**src/rtl/flag_alu_pkg.sv**
```systemverilog
package flag_alu_pkg;

    typedef enum logic [3:0] {
        OP_ADDS = 4'd0,
        OP_ADDU = 4'd1,
        OP_SUBS = 4'd2,
        OP_SUBU = 4'd3,
        OP_AND  = 4'd4,
        OP_OR   = 4'd5,
        OP_XOR  = 4'd6,
        OP_NOR  = 4'd7,
        OP_SLTS = 4'd8,
        OP_SLTU = 4'd9,
        OP_SLL  = 4'd10,
        OP_SRL  = 4'd11,
        OP_SRA  = 4'd12,
        OP_LUI  = 4'd13,
        OP_RSV0 = 4'd14,
        OP_RSV1 = 4'd15
    } alu_op_e;

    typedef enum logic [1:0] {
        LG_AND = 2'd0,
        LG_OR  = 2'd1,
        LG_XOR = 2'd2,
        LG_NOR = 2'd3
    } logic_sel_e;

    typedef enum logic [1:0] {
        SH_LEFT  = 2'd0,
        SH_RLOG  = 2'd1,
        SH_RARI  = 2'd2
    } shift_mode_e;

endpackage

```
**src/rtl/alu_arith.sv**
```systemverilog
module alu_arith #(
    parameter int WIDTH = 32
) (
    input  logic [WIDTH-1:0] a,
    input  logic [WIDTH-1:0] b,
    input  logic             subtract,
    output logic [WIDTH-1:0] sum,
    output logic             carry_out,
    output logic             overflow,
    output logic             signed_lt
);
    logic [WIDTH-1:0] b_eff;
    logic [WIDTH:0]   wide;

    assign b_eff = subtract ? ~b : b;
    assign wide  = {1'b0, a} + {1'b0, b_eff} + {{WIDTH{1'b0}}, subtract};
    assign sum       = wide[WIDTH-1:0];
    assign carry_out = wide[WIDTH];
    // Same-sign inputs producing an opposite-sign result
    assign overflow  = (a[WIDTH-1] == b_eff[WIDTH-1]) && (wide[WIDTH-1] != a[WIDTH-1]);
    // Sign of difference corrected by overflow
    assign signed_lt = wide[WIDTH-1] ^ overflow;
endmodule

```
**src/rtl/alu_bitwise.sv**
```systemverilog
module alu_bitwise
    import flag_alu_pkg::*;
#(
    parameter int WIDTH = 32
) (
    input  logic [WIDTH-1:0] a,
    input  logic [WIDTH-1:0] b,
    input  logic_sel_e       sel,
    output logic [WIDTH-1:0] y
);
    always_comb begin
        unique case (sel)
            LG_AND:  y = a & b;
            LG_OR:   y = a | b;
            LG_XOR:  y = a ^ b;
            LG_NOR:  y = ~(a | b);
            default: y = '0;
        endcase
    end
endmodule

```
**src/rtl/alu_shift.sv**
```systemverilog
module alu_shift
    import flag_alu_pkg::*;
#(
    parameter int WIDTH = 32
) (
    input  logic [$clog2(WIDTH)-1:0] amount,
    input  logic [WIDTH-1:0]         value,
    input  shift_mode_e              mode,
    output logic [WIDTH-1:0]         y
);
    localparam int STAGES = $clog2(WIDTH);

    logic             left;
    logic             fill;
    logic [WIDTH-1:0] value_rev;
    logic [WIDTH-1:0] stage_in;
    logic [WIDTH-1:0] stage [STAGES+1];
    logic [WIDTH-1:0] out_rev;

    assign left = (mode == SH_LEFT);
    assign fill = (mode == SH_RARI) & value[WIDTH-1];

    // Left shift reuses the right shifter on bit-reversed data
    for (genvar i = 0; i < WIDTH; i++) begin : g_rev
        assign value_rev[i] = value[WIDTH-1-i];
        assign out_rev[i]   = stage[STAGES][WIDTH-1-i];
    end

    assign stage_in = left ? value_rev : value;
    assign stage[0] = stage_in;

    for (genvar s = 0; s < STAGES; s++) begin : g_stage
        localparam int DIST = 1 << s;
        assign stage[s+1] = amount[s]
            ? {{DIST{fill}}, stage[s][WIDTH-1:DIST]}
            : stage[s];
    end

    assign y = left ? out_rev : stage[STAGES];
endmodule

```
**src/rtl/flag_alu.sv**
```systemverilog
module flag_alu
    import flag_alu_pkg::*;
#(
    parameter int WIDTH = 32
) (
    input  logic [3:0]       alu_op,
    input  logic [WIDTH-1:0] opnd_a,
    input  logic [WIDTH-1:0] opnd_b,
    output logic [WIDTH-1:0] result,
    output logic             zero_flag,
    output logic             carry_flag,
    output logic             sign_flag,
    output logic             ovf_flag
);
    localparam int SHW  = $clog2(WIDTH);
    localparam int HALF = WIDTH / 2;

    alu_op_e     op;
    logic        sub_grp;
    logic        add_grp;
    logic        signed_arith;
    logic [WIDTH-1:0] arith_y;
    logic        arith_c;
    logic        arith_v;
    logic        arith_lt;
    logic_sel_e  lsel;
    logic [WIDTH-1:0] logic_y;
    shift_mode_e smode;
    logic [WIDTH-1:0] shift_y;

    assign op = alu_op_e'(alu_op);

    assign add_grp      = (op == OP_ADDS) || (op == OP_ADDU);
    assign sub_grp      = (op == OP_SUBS) || (op == OP_SUBU)
                       || (op == OP_SLTS) || (op == OP_SLTU);
    assign signed_arith = (op == OP_ADDS) || (op == OP_SUBS);

    alu_arith #(.WIDTH(WIDTH)) u_arith (
        .a         (opnd_a),
        .b         (opnd_b),
        .subtract  (sub_grp),
        .sum       (arith_y),
        .carry_out (arith_c),
        .overflow  (arith_v),
        .signed_lt (arith_lt)
    );

    assign lsel = logic_sel_e'(alu_op[1:0]);

    alu_bitwise #(.WIDTH(WIDTH)) u_logic (
        .a   (opnd_a),
        .b   (opnd_b),
        .sel (lsel),
        .y   (logic_y)
    );

    always_comb begin
        unique case (op)
            OP_SRL:  smode = SH_RLOG;
            OP_SRA:  smode = SH_RARI;
            default: smode = SH_LEFT;
        endcase
    end

    alu_shift #(.WIDTH(WIDTH)) u_shift (
        .amount (opnd_a[SHW-1:0]),
        .value  (opnd_b),
        .mode   (smode),
        .y      (shift_y)
    );

    always_comb begin
        unique case (op)
            OP_ADDS, OP_ADDU, OP_SUBS, OP_SUBU:
                result = arith_y;
            OP_AND, OP_OR, OP_XOR, OP_NOR:
                result = logic_y;
            OP_SLTS:
                result = {{(WIDTH-1){1'b0}}, arith_lt};
            OP_SLTU:
                result = {{(WIDTH-1){1'b0}}, ~arith_c};
            OP_SLL, OP_SRL, OP_SRA:
                result = shift_y;
            OP_LUI:
                result = {opnd_b[HALF-1:0], {HALF{1'b0}}};
            default:
                result = '0;
        endcase
    end

    always_comb begin
        carry_flag = 1'b0;
        if (add_grp)      carry_flag = arith_c;
        else if (sub_grp) carry_flag = ~arith_c;
    end

    assign sign_flag = sub_grp & arith_lt;
    assign ovf_flag  = signed_arith & arith_v;
    assign zero_flag = (result == '0);
endmodule

```
**config.mk**
```make
export PLATFORM = sky130hd
export DESIGN_NAME = flag_alu
export DESIGN_NICKNAME = d
export VERILOG_FILES = /design/src/rtl/flag_alu_pkg.sv /design/src/rtl/alu_arith.sv /design/src/rtl/alu_bitwise.sv /design/src/rtl/alu_shift.sv /design/src/rtl/flag_alu.sv
export SDC_FILE = /design/constraint.sdc
export NUM_CORES = 1
export LEC_CHECK = 0
export BUFFER_PORTS_ARGS = -buffer_cell sky130_fd_sc_hd__buf_2
export CAP_MARGIN = 20
export CORE_MARGIN = 2
export CORE_UTILIZATION = 40
export DETAILED_ROUTE_END_ITERATION = 6
export GPL_TIMING_DRIVEN = 0
export PLACE_DENSITY = 0.63
export SYNTH_ARGS = -nofsm -noshare
export SYNTH_HDL_FRONTEND = slang
export SYNTH_SLANG_ARGS = --single-unit
```
**constraint.sdc**
```tcl
create_clock -name vclk -period 12.6
set_input_delay 1.89 -clock vclk [all_inputs]
set_output_delay 1.89 -clock vclk [all_outputs]
set_load 0.02 [all_outputs]
```
* After elaboration in Yosys (flattened, before gate mapping)
Index checks and enable logic that the tools add are counted.
Cells by class: mux-type cells 13, order comparisons 0, div/mod/pow operators 0, reductions and logical operators 13, bitwise logic cells 10, multiply operators 0, shifts and indexed selects 0, add/sub/neg operators 2, eq/ne operators 19
Operators by type and width (count):
- two-way mux 32 bit | 8
- one-hot mux 32 bit (6 select lines) | 1
- one-hot mux 32 bit (4 select lines) | 1
- inverter 32 bit | 2
- adder 32 x 32 -> 33 bit | 1
- adder 33 x 1 -> 33 bit | 1
- bitwise AND 32 bit | 1
- logical NOT 32 bit | 1
- OR 32 bit | 1
- bitwise XOR 32 bit | 1
- equality test 4 bit (second input constant) | 6
- equality test 4 x 3 -> 1 bit (second input constant) | 4
- equality test 4 x 2 -> 1 bit (second input constant) | 2
- OR reduction 4 bit | 2
- equality test 2 bit (second input constant) | 3
- logical OR 1 bit | 5
- equality test 4 x 1 -> 1 bit (second input constant) | 1
- logical NOT 2 bit | 2
- logical NOT 4 bit | 1
- one-hot mux 2 bit (2 select lines) | 1
- bitwise AND 1 bit | 3
- OR reduction 3 bit | 1
- equality test 2 x 1 -> 1 bit (second input constant) | 1
- two-way mux 1 bit | 2
- other kinds (5) | 5
Word-level totals: RAM bits 0, memory bits (read-only) 0, bits in latches 0, input port bits 68, logic and storage cells 57, memories 0, flip-flop bits (word level) 0, output and inout port bits 36

* Longest topological paths before layout
Gate-level depths: netlist (run 1).
depth after elaboration 12, gate-level depth with buffers 21, mapped depth without buffers 16

* By module
From an unflattened synthesis (run 1), not the netlist that was laid out.
Second synthesis, totals: cells, all modules 1053, area total of the unflattened synthesis 8135.3 sq um
By module, submodules not included:
- alu_shift | sequential area each 0.0 sq um, area an instance 2851.5 sq um, times used 1, cells an instance 357
- alu_bitwise | sequential area each 0.0 sq um, area an instance 2105.8 sq um, times used 1, cells an instance 235
- alu_arith | sequential area each 0.0 sq um, area an instance 2088.3 sq um, times used 1, cells an instance 298
- flag_alu | sequential area each 0.0 sq um, area an instance 1089.8 sq um, times used 1, cells an instance 163

* Worst setup path after synthesis (run 1)
No wires, ideal clock.
path kind input port to output port, start in alu_op[2], end out zero_flag, setup slack 4.301 ns, arrival time 6.409 ns, required time 10.710 ns, stages 20, path buffers 6, cells stage by stage buf_6 clkbuf_1 clkbuf_1 clkbuf_1 nor2b_1 clkbuf_1 clkbuf_1 xnor2_1 ha_1 a21o_1 a21o_1 a221oi_1 o211ai_1 a31oi_1 o21ai_0 xor2_1 a221o_1 nor4_1 and4b_1 and4b_1
On the way: cells in the longest elaborated chain, start to end 12, elaborated cells on any way between the ends 41, those cells by class add/sub: 2; eq/ne: 16; mux: 10; bitwise: 3; reduce/logical: 10
RTL lines:
- from (decl) | RTL line flag_alu.sv:6 | input logic [3:0] alu_op,
- parallel branches: the longest is 10 deep, another holds adder 32 x 32 -> 33 bit
- one-hot mux 32 bit (6 select lines) * | RTL line flag_alu.sv:73 | unique case (op)
- via result[27] | RTL line flag_alu.sv:9 | output logic [WIDTH-1:0] result,
- logical NOT 32 bit * | RTL line flag_alu.sv:99 | assign zero_flag = (result == '0);
- to (decl) | RTL line flag_alu.sv:10 | output logic zero_flag,
Mark *: on every way through the listed nets, which the timed path passes.

* Final worst setup path (run 1)
start in alu_op[2], end out zero_flag
On the way: cells in the longest elaborated chain, start to end 12, elaborated cells on any way between the ends 41, those cells by class add/sub: 2; eq/ne: 16; mux: 10; bitwise: 3; reduce/logical: 10
RTL lines:
- equality test 4 x 2 -> 1 bit or equality test 4 bit (tied branches) | RTL line flag_alu.sv:34, flag_alu.sv:73, flag_alu.sv:58
- logical OR 1 bit or one-hot mux 2 bit (2 select lines) (tied branches) | RTL line flag_alu.sv:34, flag_alu.sv:58
- logical OR 1 bit (tied with other cells) (2 in series) | RTL line flag_alu.sv:35 | || (op == OP_SLTS) || (op == OP_SLTU);
- two-way mux 32 bit, on equally long branches | RTL line alu_arith.sv:15, alu_shift.sv:35
- adder 32 x 32 -> 33 bit or two-way mux 32 bit (tied branches) | RTL line alu_arith.sv:16, alu_shift.sv:35
- adder 33 x 1 -> 33 bit or two-way mux 32 bit (tied branches) | RTL line alu_arith.sv:16, alu_shift.sv:35
- != test 1 bit or two-way mux 32 bit (tied branches) | RTL line alu_arith.sv:20, alu_shift.sv:35
- logical AND 1 bit or two-way mux 32 bit (tied branches) | RTL line alu_arith.sv:20, alu_shift.sv:35
- bitwise XOR 1 bit or two-way mux 32 bit (tied branches) | RTL line alu_arith.sv:22, alu_shift.sv:39
- one-hot mux 32 bit (6 select lines) * | RTL line flag_alu.sv:73
- logical NOT 32 bit * | RTL line flag_alu.sv:99
Mark *: on every way between the ends. The rest lies on a longest branch, timed or not.

==> metrics.cfg, run 1 <==
[run_status]
status=complete, no violations

[layout]
seqCellArea_sq_um=0
seq_cells=0
drive_gt1_share_pct=13.6
layout.cells.non_filler=1691
final_common_cell=nand2_1
final_cell_mix=nand2_1, buf_2, o21ai_0, inv_1, nor2_1
nClkBuffers=0
fillers=2392
final_net_count=1578
synthToLayoutAreaGrowth_pct=10.0

[timing]
slew_headroom_pct=36.1
hold_violations=0
rsz0062_at_grt=false
drv_slew=0
setup_viol=0
tightest_slew_ps=948
maxClockFrequency_mhz=93.9
min_period_over_period_pct=84.5
post-route-min-period_ps=10650
tns_ps=0

[critical_path]
startpoint_type=input port
critPathCaptureType=output pin
critical_path_class=input port to output pin
cp.arrival_ps=8760
cp_max_fo=10
cp.required_ps=10710

[grt]
grt_max_degree=12
grt_overflow=0
grt_pass1_vias=10900
grt_use_total_pct=44.1
grt_pass1_wl_um=76500
antenna_found_initial=1

[floorplan]
initial_core_util_pct=40.4
fp-row-count=54
io_pins=104
die_area_sq_um=23100
die_w_um=152
die_y_um=152
coreArea_sq_um=21700

[clocking]
cts_setup_buffers=0
cts_hold_buf=0
cts_resized=0

[routing]
detail_route.drc_violations=0
drt-initial-drc-count=1934
ant_nets=0
wl_um=53500
vias=12000
vias_per_cell=7.07
firstDrtPassIters=7
wire_per_inst_um=31.6

[yosys]
yosys_warnings=0
synthCells=1306
syn_area_sq_um=8760
syn-num-nets=1472
synth_cell_types=85
syn_area_per_cell_sq_um=6.71
synth-seq-area-share_pct=0

[run]
maxCapViolCount=0

[min_path]
hold_class=input port to output pin

[place]
io_buffers=103
hpwl_um=43700
gp_congestion=1.06
post-place-cells=1690

## synthesized netlist by cell type (20+ instances only)
cell	number	area share [%]
nand2_1	133	5.7
o21ai_0	125	7.1
inv_1	99	4.2
nor2_1	98	4.2
ha_1	97	14
a21oi_1	90	5.1
clkbuf_1	58	2.5
xnor2_1	44	4.4
nand3_1	33	1.9
a21o_1	29	2.5
o211ai_1	26	2.2
buf_2	24	1.4
o22ai_1	22	1.6
mux2i_1	21	2.4
mux4_2	21	5.4
a211oi_1	20	1.7
a31oi_1	20	1.4
## worst max-delay path, stage by stage
cell	delay, ps
buf_2	120
buf_6	150
clkbuf_1	290
clkbuf_1	360
clkbuf_1	340
nor2b_1	170
clkbuf_1	490
clkbuf_1	750
mux2i_1	240
fa_1	490
nand2b_1	210
a211oi_1	500
o211ai_1	240
nor2b_1	210
xnor2_1	150
o21ai_0	750
o221ai_1	330
nand4bb_1	380
and4b_1	320
and4b_1	180
buf_2	160
## per-stage QoR
step	hold slack, ps	worst slack, ps	area [sq um]	utilization [%]
after floorplan	3970	4300	8760	-
after global placement	4240	2430	9630	44.4
after detailed placement	4220	2390	9640	44.5
after CTS	4220	2370	9640	44.5
after global routing	4270	1710	9640	44.5
final	4230	1950	9640	44.5
## layer usage
metal  global-route usage, %  vias up  wire length (um)  part of all wire [%]
li1                        -     5124                 -                     -
met1                    59.6     5618             21000                    39
met2                    66.6     1019             22200                    41
met3                    9.93      198              6780                    13
met4                    20.4        0              3560                   6.7
met5                       0        -                 0                     0
## path summary, 6_finish.rpt
check	from	end	slack, ps	cells after the start
max	alu_op[2]	zero_flag	1950	21
min	opnd_a[31]	ovf_flag	4230	4
## cells by family after synthesis
group / after synthesis / synth area share, %
compound gates: 506 / 39.4
xor+xnor: 60 / 6.00
fa+ha+maj: 98 / 14.1
buf+inv: 206 / 9.85
mux: 53 / 9.21
simple gates: 383 / 21.5
## area by class of cell
class / instances / area [sq um] / share of cell area, %
tap: 280 / 350 / 3.63
inverter: 102 / 383 / 3.97
multi-input combinational: 1100 / 7900 / 81.9
buffer: 104 / 480 / 4.98
timing repair buffer: 104 / 526 / 5.45
antenna: 1 / 2.50 / 0.0260
==> run 2: changes to the inputs <==
--- a/config.mk
+++ b/config.mk
@@ -11,7 +11,7 @@
 export CORE_UTILIZATION = 40
 export DETAILED_ROUTE_END_ITERATION = 6
 export GPL_TIMING_DRIVEN = 0
-export PLACE_DENSITY = 0.63
+export PLACE_DENSITY = 0.66
 export SYNTH_ARGS = -nofsm -noshare
 export SYNTH_HDL_FRONTEND = slang
 export SYNTH_SLANG_ARGS = --single-unit
==> constraint.sdc (replaced) <==
create_clock -name vclk -period 9
set_input_delay 1.35 -clock vclk [all_inputs]
set_output_delay 1.35 -clock vclk [all_outputs]
set_load 0.02 [all_outputs]
==> run 2 against run 1 <==
  * Worst setup slack worse by 1600 ps
  * Design area hardly changed
  * Worst hold slack worse by 1100 ps
  * Cell count stayed put
  * Critical path depth is 2 higher
  * Non-clock buffer count stayed put
  * First-iteration DRC count is 14% lower
  * Global-route usage is 1.4 points lower
  * Die area stayed put
==> metrics.cfg, run 2 (synthesis results as in run 1) <==
[grt]
grt_max_degree=12  ; unchanged
grt_overflow=0  ; unchanged
antenna_found_initial=2  ; was 1
grt_pass1_vias=10800  ; was 10900
grt_pass1_wl_um=74800  ; was 76500 um
grt_use_total_pct=42.7  ; was 44.1%

[critical_path]
cp_slowest_cell=a2111oi_0  ; was clkbuf_1
crit_cells=23  ; was 21
cp_max_fo=10  ; unchanged
cpMostUsedCell=clkbuf_2  ; was clkbuf_1
critPathCaptureType=output pin  ; unchanged
critical_path_class=input port to output pin  ; unchanged
startpoint_type=input port  ; unchanged
cp.required_ps=7650  ; was 10710 ps
slowest_delay_ps=570  ; was 750 ps
critical_path.top_delay_family=compound AO/OA/AOI/OAI gates  ; was buffers and inverters
cp_num_buf_inv=9  ; was 8
cp.arrival_ps=7330  ; was 8760 ps
crit_chain=buf_2 -> buf_6 -> clkbuf_2 -> clkbuf_2 -> clkbuf_1 -> nor2b_1 -> clkbuf_2 -> clkbuf_2 -> xnor2_1 -> ha_1 -> clkbuf_1 -> a21oi_1 -> o21ai_0 -> o211ai_1 -> a21oi_1 -> o211ai_1 -> a32oi_1 -> a31o_2 -> a21o_1 -> a21oi_1 -> a2111oi_0 -> and4b_1 -> buf_2  ; was buf_2 -> buf_6 -> clkbuf_1 -> clkbuf_1 -> clkbuf_1 -> nor2b_1 -> clkbuf_1 -> clkbuf_1 -> mux2i_1 -> fa_1 -> nand2b_1 -> a211oi_1 -> o211ai_1 -> nor2b_1 -> xnor2_1 -> o21ai_0 -> o221ai_1 -> nand4bb_1 -> and4b_1 -> and4b_1 -> buf_2

[layout]
final_common_cell=nand2_1  ; unchanged
seqCellArea_sq_um=0  ; unchanged
nClkBuffers=0  ; unchanged
final_net_count=1578  ; unchanged
seq_cells=0  ; unchanged
synthToLayoutAreaGrowth_pct=10.0  ; about the same
fillers=2377  ; was 2392
final_cell_mix=nand2_1, buf_2, o21ai_0, inv_1, nor2_1  ; unchanged
drive_gt1_share_pct=13.9  ; was 13.6%
final_area_sq_um=9640  ; about the same

[routing]
detail_route.drc_violations=0  ; unchanged
route.met2.wl_um=21100  ; was 22200 um
wire_per_inst_um=30.8  ; was 31.6 um
drt-initial-drc-count=1670  ; was 1934
firstDrtPassIters=6  ; was 7
wl_um=52100  ; was 53500 um
highest_layer=met5  ; was met4
vias_per_cell=7.09  ; was 7.07
wl_met1_um=20400  ; was 21000 um
wl_met3_um=6520  ; was 6780 um
vias=12000  ; about the same
ant_nets=0  ; unchanged

[floorplan]
die_w_um=152  ; unchanged
die_area_sq_um=23100  ; unchanged
io_pins=104  ; unchanged
fp-row-count=54  ; unchanged
initial_core_util_pct=40.4  ; unchanged
die_y_um=152  ; unchanged
coreArea_sq_um=21700  ; unchanged

[timing]
min_period_over_period_pct=96.4
tightest_slew_ps=1010  ; was 948 ps
maxClockFrequency_mhz=115
hold_violations=0  ; unchanged
slew_headroom_pct=32.3  ; was 36.1%
post-route-min-period_ps=8680
rsz0062_at_grt=false  ; unchanged
setup_viol=0  ; unchanged
drv_slew=0  ; unchanged

[run_status]
status=complete, no violations  ; unchanged

[place]
io_buffers=103  ; unchanged
placed_area_sq_um=9630  ; was 9640 sq um
gp_congestion=1.04  ; was 1.06
hpwl_um=42800  ; was 43700 um

[clocking]
cts_hold_buf=0  ; unchanged
cts_setup_buffers=0  ; unchanged

[min_path]
hold_class=input port to output pin  ; unchanged
hold_depth=4  ; unchanged

[run]
maxCapViolCount=0  ; unchanged

## run 2: final timing paths
check	from	end	slack (ps)
worst max-delay path	alu_op[2]	zero_flag	320
worst min-delay path	opnd_a[31]	ovf_flag	3160
## run 2: repair_timing
action	in CTS	in global routing
cloned	0	0
gates resized for setup	1	6
endpoints found under the setup margin	1	1
## run 2: per-layer routing
metal	GRT usage, %	vias up
li1	-	5126
met1	57.0	5637
met2	62.8	999
met3	9.84	222
met4	24.8	2
met5	0	-
## run 2: final cells by class
cell class / count / area [sq um] / area share (%)
diodes: 1 / 2.50 / 0.0260
plain buffers: 104 / 485 / 5.04
inverters: 102 / 383 / 3.97
multi-input cells: 1100 / 7900 / 81.9
well taps: 280 / 350 / 3.63
repair buffers: 104 / 520 / 5.40
## run 2: through the flow
stage / cells / setup TNS [ps] / utilization (%) / worst slack (ps) / hold slack [ps]
floorplan: 1306 / 0 / - / 1780 / 2890
global placement: 1689 / -171 / 44.4 / -171 / 3150
detailed placement: 1690 / -171 / 44.4 / -171 / 3160
CTS: 1690 / 0 / 44.4 / 67.7 / 3160
global route: 1690 / 0 / 44.4 / 58.7 / 3190
finish: 1691 / 0 / 44.5 / 321 / 3160
